File: config.mk
export PLATFORM = sky130hd
export DESIGN_NAME = seg_xlate
export DESIGN_NICKNAME = d
export VERILOG_FILES = /design/src/rtl/seg_xlate.sv
export SDC_FILE = /design/constraint.sdc
export NUM_CORES = 1
export LEC_CHECK = 0
export BUFFER_PORTS_ARGS = -buffer_cell sky130_fd_sc_hd__buf_2
export CAP_MARGIN = 30
export CORE_UTILIZATION = 53
export CTS_BUF_LIST = sky130_fd_sc_hd__clkbuf_4
export DETAILED_ROUTE_END_ITERATION = 7
export HOLD_SLACK_MARGIN = 0.03
export PLACE_DENSITY = 0.83
export SKIP_CTS_REPAIR_TIMING = 1
export SLEW_MARGIN = 5
export SYNTH_ARGS = -nofsm -noshare
export SYNTH_HDL_FRONTEND = slang
export SYNTH_SLANG_ARGS = --single-unit
export TNS_END_PERCENT = 30
File: constraint.sdc
create_clock -name clk -period 5.6 [get_ports clk]
set_input_delay 0.56 -clock clk [delete_from_list [all_inputs] [get_ports clk]]
set_output_delay 0.56 -clock clk [all_outputs]
set_load 0.02 [all_outputs]
File: src/rtl/seg_xlate.sv
module seg_xlate #(
  parameter int AW       = 32,
  parameter int SEGW     = 4,
  parameter logic [3:0] USER_TOP = 4'hB
) (
  input  logic          clk,
  input  logic          rst_n,
  input  logic          cfg_we,
  input  logic [1:0]    cfg_sel,
  input  logic [31:0]   cfg_wdata,
  input  logic          req_valid,
  input  logic [AW-1:0] req_vaddr,
  input  logic          req_user,
  input  logic          walk_fail,
  input  logic [AW-1:0] walk_fail_vaddr,
  output logic          out_valid,
  output logic [AW-1:0] out_paddr,
  output logic          walk_req,
  output logic [AW-1:0] walk_vaddr,
  output logic          fault,
  output logic          fault_cause,
  output logic [AW-1:0] fault_vaddr
);
  localparam int NSEG = 1 << SEGW;
  localparam int OFFW = AW - SEGW;

  logic [NSEG-1:0]   mode_q;
  logic [31:0]       blo_q, bhi_q;
  logic              en_q;

  logic [SEGW-1:0]   seg;
  logic [2*32-1:0]   bases;
  logic [SEGW-1:0]   base;
  logic              lin, viol;

  assign seg   = req_vaddr[AW-1 -: SEGW];
  assign bases = {bhi_q, blo_q};
  assign base  = bases[{seg, 2'b00} +: SEGW];
  assign lin   = mode_q[seg];
  assign viol  = en_q && req_user && (seg >= USER_TOP);

  always_ff @(posedge clk) begin
    if (!rst_n) begin
      mode_q <= '0;
      blo_q  <= '0;
      bhi_q  <= '0;
      en_q   <= 1'b0;
    end else if (cfg_we) begin
      case (cfg_sel)
        2'd0: mode_q <= cfg_wdata[NSEG-1:0];
        2'd1: blo_q  <= cfg_wdata;
        2'd2: bhi_q  <= cfg_wdata;
        default: en_q <= cfg_wdata[0];
      endcase
    end
  end

  always_ff @(posedge clk) begin
    if (!rst_n) begin
      out_valid   <= 1'b0;
      out_paddr   <= '0;
      walk_req    <= 1'b0;
      walk_vaddr  <= '0;
      fault       <= 1'b0;
      fault_cause <= 1'b0;
      fault_vaddr <= '0;
    end else begin
      out_valid <= 1'b0;
      walk_req  <= 1'b0;
      fault     <= 1'b0;
      if (req_valid) begin
        if (!en_q) begin
          out_valid <= 1'b1;
          out_paddr <= req_vaddr;
        end else if (viol) begin
          fault       <= 1'b1;
          fault_cause <= 1'b0;
          fault_vaddr <= req_vaddr;
        end else if (lin) begin
          out_valid <= 1'b1;
          out_paddr <= {base, req_vaddr[OFFW-1:0]};
        end else begin
          walk_req   <= 1'b1;
          walk_vaddr <= req_vaddr;
        end
      end
      if (walk_fail && !(req_valid && viol)) begin
        fault       <= 1'b1;
        fault_cause <= 1'b1;
        fault_vaddr <= walk_fail_vaddr;
      end
    end
  end
endmodule

# [After elaboration in Yosys (flattened, before gate mapping)]
# Index checks and enable logic that the tools add are counted.
[word_totals] elab_cells=64 regBits=181 in_bits=104
[op_classes] bitwise_logic=6 n_reduce_logical=19 n_mux=21 n_lt_le_gt_ge=2 eq_ne=4 shifts=1
[ops] op="two-way mux 32 bit" count=7
[ops] op="variable part select 64 x 7 -> 4 bit" count=1
[ops] op="two-way mux 1 bit" count=13
[ops] op="AND reduction 2 bit" count=5
[ops] op="inverter 1 bit" count=6
[ops] op="AND reduction 3 bit" count=2
[ops] op="nonzero test 2 bit" count=3
[ops] op="< comparator 4 x 5 -> 1 bit (second input constant)" count=1
[ops] op="binary-select mux 1 bit (select 4 bit)" count=1
[ops] op="greater-or-equal comparator 4 bit (second input constant)" count=1
[ops] op="logical AND 1 bit" count=4
[ops] op="AND reduction 4 bit" count=1
[ops] op="OR reduction 4 bit" count=1
[ops] op="OR reduction 3 bit" count=1
[ops] op="== test 2 x 1 -> 1 bit (second input constant)" count=1
[ops] op="== test 2 bit (second input constant)" count=1
[ops] op="zero test 2 bit" count=1
[ops] op="!= test 2 x 1 -> 1 bit (second input constant)" count=1
[ops] op="!= test 2 bit (second input constant)" count=1
[ops] op="zero test 1 bit" count=1

# [Depth between registers and ports, before layout]
# Gate-level depths: netlist of run 1.
[logic_depth] ltp_word=7 mapped_depth=8 ltp_nobuf=5

# [Least setup slack after synthesis of run 1]
# No wires, ideal clock.
[synth_path] path_type="input to register" from="in req_vaddr[30]" to="reg out_paddr[22]" arrival_time_ns=2.111 path_buffers=3 cell_stages=7 setup_slack_ns=3.417 setup_time_ns=0.072 cell_sequence="clkbuf_1 -> mux4_2 -> a22oi_1 -> nor2b_1 -> buf_4 -> buf_8 -> mux2i_1"
[synth_via] elab_chain_cells=4
[synth_rtl] item="from (decl)" line="12" text="input logic [AW-1:0] req_vaddr,"
[synth_rtl] item="binary-select mux 1 bit (select 4 bit) / greater-or-equal comparator 4 bit (equally long branches)" line="39, 40"
[synth_rtl] item="two-way mux 1 bit (not written as such) / logical AND 1 bit (equally long branches)" line="39, 40"
[synth_rtl] item="!= test 2 x 1 -> 1 bit (no line) / != test 2 bit (equally long branches)"
[synth_rtl] item="AND reduction 3 bit (no line) *"
[synth_rtl] item="to (signal assigned)" line="74" text="out_paddr <= req_vaddr;"
[synth_rtl] item="to (signal assigned)" line="81" text="out_paddr <= {base, req_vaddr[OFFW-1:0]};"
[synth_rtl] item="to (decl)" line="17" text="output logic [AW-1:0] out_paddr,"
# Every way passes the cells marked *; elsewhere a longest branch is shown, timed or not. The select of a mux whose other input is x is not followed.
# A chain may end at the register's enable or synchronous reset.

# [Worst setup path after layout of run 1]
[layout_path] from="in req_vaddr[29]" to="reg out_paddr[18]"
# Same word-level chain as after synthesis.

==> metrics.txt, run 1 <==
arrival time of data at the critical path endpoint 3.15 ns; number of global-route vias before repair between 5000 and 6000; result of the run complete, no violations; cell count after synthesis 829; proportion of layout cells with a drive suffix above 1 0.265; Critical R2R Launch mode_q[15]; capture instance of the worst register-to-register path out_paddr[18]; iteration-0 DRC count of the detailed router 371; max capacitance violation total 0; Post-Syn Area 7720 µm²; Final Critical Period between 2 and 3 ns; share of synthesized area occupied by flip-flops and latches 0.469; # port buffers slightly above 200; dominant cell type by count on the critical path mux2i_1; maximum frequency from static timing analysis 377 MHz; detailed-route DRC error count 0; flop2flop setup slack 3.27 ns; Area growth, synth to finish 17.0%; number of synthesis warnings 0; Critical Path Start req_vaddr[29]; number of failing setup endpoints in the final timing report 0; synthesized area per cell roughly 9.3 µm²; count of distinct cell types in the synthesized netlist 34; critical path class primary input to register; maximum fanout count along the critical path 33; HP Class primary input to register; number of core rows 43; count of inserted antenna diode cells 0; post-placement cell count about 1200; clock sink count ~180; Final nets 1096; static leakage 0.00419 µW; number of antenna violations at the first check in global routing 1; pin count of the biggest net entering global routing roughly 150; Avg Vias per Cell 5.37; Vert. Die Dim 123 µm; nature of the critical path endpoint register; width of the chip ~120 µm; power per cell area 268 nW/µm²; relative slew slack 0.360; first-pass GRT wire length 28.6 mm; final setup TNS 0 ns; clock-pin slew reported for the worst setup and hold paths after clock tree synthesis 0.15 ns; TritonCTS clock tree yes; clock network latency to the later pin of the worst-skew pair 0.57 ns; cts bufs inserted 17; worst vdd ir 0.000147 V; number of cells on the worst hold path 2; total number of vias ~6400; final critical-path share of the clock period 0.473; buffer levels on the longest clock path 2; routed len/inst 15.9 µm; Hold Violations, Final 0; Congestion Overflow GR 0; capture point of the worst path out_paddr[18]; max-slew violation count 0; net count after synthesis 933; worst clock skew 0.0211 ns; core footprint approximately 14000 µm²; GPL Wtd Cong 0.828; clock root cell clkbuf_4; cell breakdown of the critical path buf_2 -> mux2i_1 -> mux4_2 -> a22oi_1 -> nor2b_4 -> buf_4 -> mux2i_1; Ports 204; starting density of the core 0.550; #FFs+latches synth 181; crit-path max cell delay 0.60 ns; first-pass iteration count of the detailed router 5; Design Power approximately 2400 µW; all-layer global routing usage 0.250; required time at the worst-slack endpoint 6.10 ns; number of nets with antenna violations after routing 0; placed inst area 8720 µm²; Worst path slowest cell buf_2; DIE AREA approximately 15000 µm²; CTS HTree Levels 4; count of placed standard cells in the final layout, fillers left out 1185; crit path launch type primary input; Final Cell Area roughly 9000 µm²; transition at the pin with the smallest max-transition slack 0.961 ns; Critical path buffers and inverters 2; total wire length 18.8 mm; R2R cell count 6; WP depth 7; kind of cell with the highest combined delay on the critical path buffers and inverters; unrepaired setup endpoints after global routing false; placed wire-length estimate 13.2 mm
[final cells by class]
type / instances / area [µm²]
Sequential cell: 181 / 3620
Clock inverter: 14 / 149
Clock buffer: 18 / 135
Tap cell: 180 / 225
Inverter: 2 / 7.51
Fill cell: 1176 / 5010
Multi-Input combinational cell: 578 / 3780
Timing Repair Buffer: 212 / 1110
[worst min-delay path by stage]
stage	to	slack (ns)	start
floorplan	blo_q[13]	0.44	blo_q[13]
global placement	out_paddr[8]	0.44	out_paddr[8]
detailed placement	out_paddr[23]	0.44	out_paddr[23]
CTS	fault_cause	0.15	req_valid
global route	fault_cause	0.16	req_valid
finish	fault_cause	0.19	req_valid
[logic make-up after synthesis]
logic type / synth area share
mux: 0.193
simple gates: 0.161
flops: 0.469
compound gates: 0.134
buf+inv: 0.0431
[report_power, final]
| group | switching [µW] | total, µW | internal [µW] |
|---|---|---|---|
| logic | 193 | 328 | 134 |
| clock network | 452 | 726 | 274 |
| registers | 26.8 | 1370 | 1340 |
| total | 672 | 2420 | 1750 |
[flip-flops by register name, summed over array words and instances (netlist names)]
signal       flops
bhi_q           32
blo_q           32
fault_vaddr     32
out_paddr       32
walk_vaddr      32
mode_q          16
en_q             1
fault            1
fault_cause      1
out_valid        1
walk_req         1
[placed cells by master (no fill, tap or decap), types with 8 or more instances in the layout]
cell,count
clkbuf_4,18
o21ai_0,9
buf_4,8
mux2i_1,113
a21boi_0,82
o211a_1,31
buf_2,202
nand2_1,292
mux4_2,15
dfxtp_1,181
[per-stage QoR]
step | worst slack (ns) | utilization | hold WS [ns]
6_report | 2.95 | 0.643 | 0.192
5_1_grt | 2.80 | 0.643 | 0.158
4_1_cts | 2.98 | 0.641 | 0.153
3_5_place_dp | 2.37 | 0.621 | 0.445
3_3_place_gp | 2.45 | 0.621 | 0.438
2_1_floorplan | 3.42 | - | 0.440
[worst reg2reg max path, delay by kind of cell (launching register included)]
kind	cells	cell delay [ns]
mux	3	0.86
flops	1	0.37
compound gates	1	0.36
simple gates	1	0.21
buf+inv	1	0.47
[synthesized netlist by cell type, drive strengths merged]
| library cell | number | area share |
|---|---|---|
| a21boi | 82 | 0.080 |
| a21oi | 4 | 0.0026 |
| a22oi | 1 | 0.00097 |
| and2 | 3 | 0.0024 |
| and3b | 1 | 0.0011 |
| buf | 14 | 0.016 |
| clkbuf | 54 | 0.026 |
| dfxtp | 181 | 0.47 |
| inv | 2 | 0.00097 |
| mux2 | 2 | 0.0029 |
| mux2i | 113 | 0.15 |
| mux4 | 15 | 0.044 |
| nand2 | 293 | 0.14 |
| nand2b | 1 | 0.00081 |
| nand3 | 3 | 0.0019 |
| nand3b | 2 | 0.0019 |
| nand4 | 1 | 0.00081 |
| nor2 | 5 | 0.0024 |
| nor2b | 3 | 0.0024 |
| nor3 | 1 | 0.00065 |
| nor3b | 1 | 0.00097 |
| o211a | 31 | 0.040 |
| o21ai | 9 | 0.0058 |
| o221a | 1 | 0.0015 |
| o22ai | 2 | 0.0016 |
| o32ai | 1 | 0.0011 |
| or2 | 1 | 0.00081 |
| or3 | 1 | 0.00081 |
| or3b | 1 | 0.0011 |
[layer usage]
layer  vias to the layer above  global-route usage  share of wire
met1                      2967               0.296           0.41
met3                        45              0.0567          0.063
met5                         -                   0        0.00080
met2                       217               0.423           0.49
li1                       3128                   -              -
met4                         2               0.125          0.033
(Power assumes the default switching activity.)
==> inputs of run 2 (changes only) <==
Settings changed: ABC_AREA from default to 1, CORE_UTILIZATION 53 to 49, PLACE_DENSITY 0.83 to 0.81.
Clock period 5.6 ns to 2.35 ns, I/O delays scaled along.
==> run 2 against run 1 <==
Against the previous run:
- register-to-register slack got worse by 3.1 ns
- critical endpoint is now fault_vaddr[24]
- cell area increased by 12%
- clock skew increased by 0.014 ns
- cell count increased by 34%
- utilization increased by 2.0 points
- power increased to 2.5 times the previous value
- clock power increased by 140%
- critical path type unchanged
- first-iteration DRC count increased to 2.7 times the previous value
- synthesized cell count increased by 33%
- setup slack got worse by 2.8 ns
==> metrics.txt, run 2 <==
result of the run complete, no violations; #FFs+latches synth 181 (unchanged); first-pass GRT wire length 35.4 mm (+24%); number of failing setup endpoints in the final timing report 0 (unchanged); worst clock skew 0.0348 ns (+0.0137 ns); share of synthesized area occupied by flip-flops and latches 0.466 (-0.00310); first-pass iteration count of the detailed router 6 (+1); Worst path slowest cell dlygate4sd3_1; Avg Vias per Cell 5.40 (+0.58%); fraction of registers with async set/reset 0 (unchanged); crit-path max cell delay 0.54 ns (-0.06 ns); DIE AREA 16400 µm² (+8.7%); transition at the pin with the smallest max-transition slack 0.852 ns (-0.109 ns); required time at the worst-slack endpoint 2.91 ns (-3.19 ns); Congestion Overflow GR 0 (unchanged); total wire length 25.1 mm (+34%); max-slew violation count 0 (unchanged); core footprint 15300 µm² (+9.1%); most used cells in the layout excluding fill and tap cells nand2_1 (269), buf_2 (203), dfxtp_1 (181); final critical-path share of the clock period 0.955; arrival time of data at the critical path endpoint 2.81 ns (-0.34 ns); number of core rows 45 (+4.7%); starting density of the core 0.507 (-0.0423); share of the synthesized area in the top cell type 0.466 (-0.00310); unrepaired setup endpoints after global routing false; routed len/inst 15.8 µm (-0.62%); HP Class primary input to register; all-layer global routing usage 0.277 (+0.0270); # port buffers 203 (unchanged); cell with the most instances after synthesis nand2_1; net count after synthesis 1208 (+29%); Ports 204 (unchanged); CTS HTree Levels 4 (unchanged); post-placement cell count 1460 (+27%); synthesized area per cell 7.04 µm² (-24%); Primary FF master, synth dfxtp_1; proportion of layout cells with a drive suffix above 1 0.205 (-0.0596); Hold Violations, Final 0 (unchanged); clock-pin slew reported for the worst setup and hold paths after clock tree synthesis 0.16 ns (about the same); maximum fanout count along the critical path 28 (-15%); number of synthesis warnings 0 (unchanged); final setup TNS 0 ns (unchanged); number of antenna violations at the first check in global routing 1 (unchanged); placed wire-length estimate 15.5 mm (+18%); cell types with the largest area share after synthesis dfxtp_1 (47%), nand2_1 (13%), a21oi_1 (6.8%); pin count of the biggest net entering global routing 85 (-45%); leading cell type in the layout, fill and taps excluded nand2_1; relative slew slack 0.431 (+0.0710); leading post-synthesis cells by instance count nand2_1 (269), dfxtp_1 (181), nor2_1 (141), a21oi_1 (106), o21ai_0 (96); R2R cell count 9 (+3); layout filler cell count 1250 (+6.3%); iteration-0 DRC count of the detailed router 988 (+170%); count of distinct cell types in the synthesized netlist 29 (-15%); number of nets with antenna violations after routing 0 (unchanged); clock root cell clkbuf_4; max capacitance violation total 0 (unchanged); cell breakdown of the critical path dlygate4sd3_1 -> buf_2 -> nand3_1 -> nor2_2 -> nand2_2 -> inv_2 -> nand2_1 -> nand3_1 -> dlygate4sd3_1 -> nand2_1 -> inv_1; Post-Syn Area 7770 µm² (+0.66%); Final Critical Period 2.24 ns; maximum frequency from static timing analysis 445 MHz; power per cell area 608 nW/µm² (+130%); total number of vias 8593 (+35%); worst vdd ir 0.000470 V (+220%); width of the chip 128 µm (+4.3%); GPL Wtd Cong 0.849 (+2.6%); cts bufs inserted 17 (unchanged); static leakage 0.00486 µW (+16%); TritonCTS clock tree yes; Area growth, synth to finish 30.7%; buffer levels on the longest clock path 2 (unchanged); clock network latency to the later pin of the worst-skew pair 0.61 ns (+0.04 ns); Vert. Die Dim 128 µm (+4.3%); number of global-route vias before repair 6956 (+21%); cell count after synthesis 1104 (+33%); number of cells on the worst hold path 4 (+2); nature of the critical path endpoint register; critical path class primary input to register; detailed-route DRC error count 0 (unchanged); Post-synth EDFFs 0 (unchanged); biggest area consumer among synthesized cells dfxtp_1; crit path launch type primary input; Final nets 1471 (+34%); count of placed standard cells in the final layout, fillers left out 1592 (+34%); clock sink count 181 (unchanged)
## run 2: cell types whose count changed in the layout (fill, tap and decap cells not counted), moves of 75 or more
cell           change
nand3_1           +75
nor2_1           +138
a21oi_1          +102
inv_1             +85
a21boi_0          -82
mux2i_1          -113
dlygate4sd3_1     +99
o21ai_0           +87
## run 2: final timing paths
kind | start | endpoint | slack [ns]
worst max register to register | en_q | fault_vaddr[24] | 0.14
worst min-delay path | req_valid | fault_cause | 0.09
worst min register to register | bhi_q[30] | bhi_q[30] | 0.47
worst max-delay path | req_vaddr[31] | fault_vaddr[24] | 0.11
## run 2: metal layers
layer	GRT usage	routed length (µm)	up-vias
met2	0.448	11600	539
met4	0.125	1190	0
met3	0.0576	2200	117
met1	0.355	10100	3853
li1	-	-	4084
met5	0	0	-
## run 2: final cells by class
cell class	instances	area [µm²]	share of cell area
multi-input cells	751	3410	0.336
repair buffers	322	2220	0.218
well taps	211	264	0.0260
flip-flops and latches	181	3620	0.357
inverters	94	353	0.0347
diodes	1	2.50	0.000246
clock buffers	17	128	0.0126
clock inverters	15	155	0.0153
## run 2: report_power, final
part | total [µW] | internal (µW) | switching [µW]
registers | 3290 | 3230 | 68.6
logic | 1110 | 428 | 685
clock network | 1760 | 571 | 1190
## run 2: kinds of logic (layout without fill, tap and decap cells)
group           Yosys count  count (layout)  synth area share
simple gates            539             539             0.299
compound gates          212             212             0.141
other cells               0               1                 0
flops                   181             181             0.466
buf+inv                 172             448            0.0945
## run 2: through the flow
step           total power [µW]  area [µm²]  setup slack, ns  utilization  hold slack (ns)
2_1_floorplan              3950        7770            0.864            -            0.368
3_3_place_gp               4290        8880            0.403        0.580            0.441
3_5_place_dp               4310        8880            0.309        0.580            0.445
4_1_cts                    6030        9170            0.542        0.598           -0.154
5_1_grt                    6450       10200           0.0608        0.663           0.0796
6_report                   6170       10200            0.105        0.663           0.0946
## run 2: critical path: cells and delay by family
family | cells | cell delay (ns)
and+or+nand+nor | 6 | 0.78
buffers and inverters | 5 | 1.77
==> inputs of run 3 (changes only) <==
==> constraint.sdc (replaced) <==
create_clock -name clk -period 2.35 [get_ports clk]
set_input_delay 0 -clock clk [delete_from_list [all_inputs] [get_ports clk]]
set_output_delay 0 -clock clk [all_outputs]
set_load 0.02 [all_outputs]
==> run 3 against run 2 <==
Against the previous run:
- setup slack lost 0.022 ns
- first-iteration DRC count rose by 9.3%
- sequential share of layout area down 0.43 points
- non-clock buffer count up 7
- cell area is 1.2% higher
- via count increased by 0.49%
- hold slack worse by 0.085 ns
==> metrics.txt, run 3 (synthesized netlist as in run 2, its figures left out) <==
core footprint 15300 µm² (unchanged); Design Power 6500 µW (+5.3%); maximum fanout count along the critical path 28 (unchanged); worst vdd ir 0.000337 V (-28%); iteration-0 DRC count of the detailed router 1080 (+9.3%); max capacitance violation total 0 (unchanged); routed len/inst 16.1 µm (+2.2%); Hold Violations, Final 0 (unchanged); first-pass GRT wire length 35.9 mm (+1.4%); clock root cell clkbuf_4; transition at the pin with the smallest max-transition slack 0.876 ns (+0.0243 ns); post-route worst setup slack 0.0827 ns (-0.0224 ns); number of failing setup endpoints in the final timing report 0 (unchanged); first-pass iteration count of the detailed router 5 (-1); Final Critical Period 2.27 ns (+0.0224 ns); pin count of the biggest net entering global routing 118 (+39%); arrival time of data at the critical path endpoint 2.82 ns (about the same); all-layer global routing usage 0.277 (about the same); Area growth, synth to finish 32.3%; worst hold margin 0.00955 ns (-0.0850 ns); number of core rows 45 (unchanged); required time at the worst-slack endpoint 2.90 ns (about the same); number of nets with antenna violations after routing 0 (unchanged); GPL Wtd Cong 0.852 (+0.32%); Ports 204 (unchanged); total number of vias 8635 (+0.49%); most used cells in the layout excluding fill and tap cells nand2_1 (269), buf_2 (203), dfxtp_1 (181); critical path class register to register; cts bufs inserted 17 (unchanged); number of antenna violations at the first check in global routing 0 (-1); clock network latency to the later pin of the worst-skew pair 0.59 ns (-0.02 ns); detailed-route DRC error count 0 (unchanged); Congestion Overflow GR 0 (unchanged); Avg Vias per Cell 5.41 (+0.17%); # port buffers 203 (unchanged); number of global-route vias before repair 7117 (+2.3%); worst clock skew 0.0232 ns (-0.0116 ns); nature of the critical path endpoint register; clock sink count 181 (unchanged); starting density of the core 0.507 (unchanged); result of the run complete, no violations; width of the chip 128 µm (unchanged); placed wire-length estimate 15.3 mm (-1.8%); max-slew violation count 0 (unchanged); static leakage 0.00492 µW (+1.2%); HP Class primary input to register; Vert. Die Dim 128 µm (unchanged); maximum frequency from static timing analysis 441 MHz (-0.99%); power per cell area 632 nW/µm² (+4.1%); relative slew slack 0.414 (-0.0162); CTS HTree Levels 4 (unchanged); Final nets 1478 (+0.48%); leading cell type in the layout, fill and taps excluded nand2_1; count of inserted antenna diode cells 0 (-1); final critical-path share of the clock period 0.965 (+0.00952); TritonCTS clock tree yes; proportion of layout cells with a drive suffix above 1 0.202 (-0.00305); setup slack after placement 0.564 ns (+0.255 ns); count of placed standard cells in the final layout, fillers left out 1597 (+0.31%); clock-pin slew reported for the worst setup and hold paths after clock tree synthesis 0.16 ns (about the same); total wire length 25.7 mm (+2.5%); post-placement cell count 1458 (-0.14%); crit path launch type register; DIE AREA 16400 µm² (unchanged); buffer levels on the longest clock path 2 (unchanged)
-- run 3: cell types whose count changed in the layout (fill, tap and decap cells not counted), moves of 3 or more --
cell,delta
inv_8,-3
inv_6,-3
buf_12,-3
bufinv_16,+4
dlygate4sd3_1,+9
-- run 3: path summary, 6_finish.rpt --
path	start	to	slack, ns	cells after the start
worst max-delay path	en_q	fault_vaddr[4]	0.08	9
worst min-delay path	req_user	fault_cause	0.01	6
worst max register to register	en_q	fault_vaddr[4]	0.08	9
worst min register to register	bhi_q[15]	bhi_q[15]	0.46	2
-- run 3: where the power goes --
| part | switching, µW | leakage (µW) | internal (µW) | total [µW] |
|---|---|---|---|---|
| Clock | 1130 | 0.000179 | 959 | 2090 |
| Combinational | 686 | 0.00326 | 433 | 1120 |
| Sequential | 69.6 | 0.00148 | 3220 | 3290 |
| Total | 1880 | 0.00492 | 4620 | 6500 |
-- run 3: metal layers --
| metal | wire (µm) | track usage | vias to the layer above |
|---|---|---|---|
| li1 | - | - | 4082 |
| met1 | 9970 | 0.353 | 3872 |
| met2 | 11900 | 0.457 | 553 |
| met3 | 2550 | 0.0597 | 128 |
| met4 | 1270 | 0.106 | 0 |
| met5 | 0 | 0 | - |
-- run 3: cell type report --
cell class	instances	area, µm²
Tap cell	211	264
Clock buffer	17	128
Fill cell	1225	5030
Sequential cell	181	3620
Multi-Input combinational cell	751	3410
Inverter	94	353
Clock inverter	14	223
Timing Repair Buffer	329	2280
-- run 3: per-stage QoR --
step | setup TNS (ns) | util | cell area, µm²
2_1_floorplan | 0 | - | 7770
3_3_place_gp | 0 | 0.576 | 8820
3_5_place_dp | 0 | 0.578 | 8850
4_1_cts | 0 | 0.601 | 9200
5_1_grt | -0.218 | 0.671 | 10300
6_report | 0 | 0.671 | 10300
-- run 3: worst max-delay path, cell delays in order, from the launching register on --
cell and delay [ns]:
dfxtp_1 0.36, nand3_1 0.09, nor2_2 0.20, nand2_2 0.16
inv_2 0.48, nand2_1 0.14, nand3_1 0.12, dlygate4sd3_1 0.55
nand2_1 0.06, inv_1 0.07
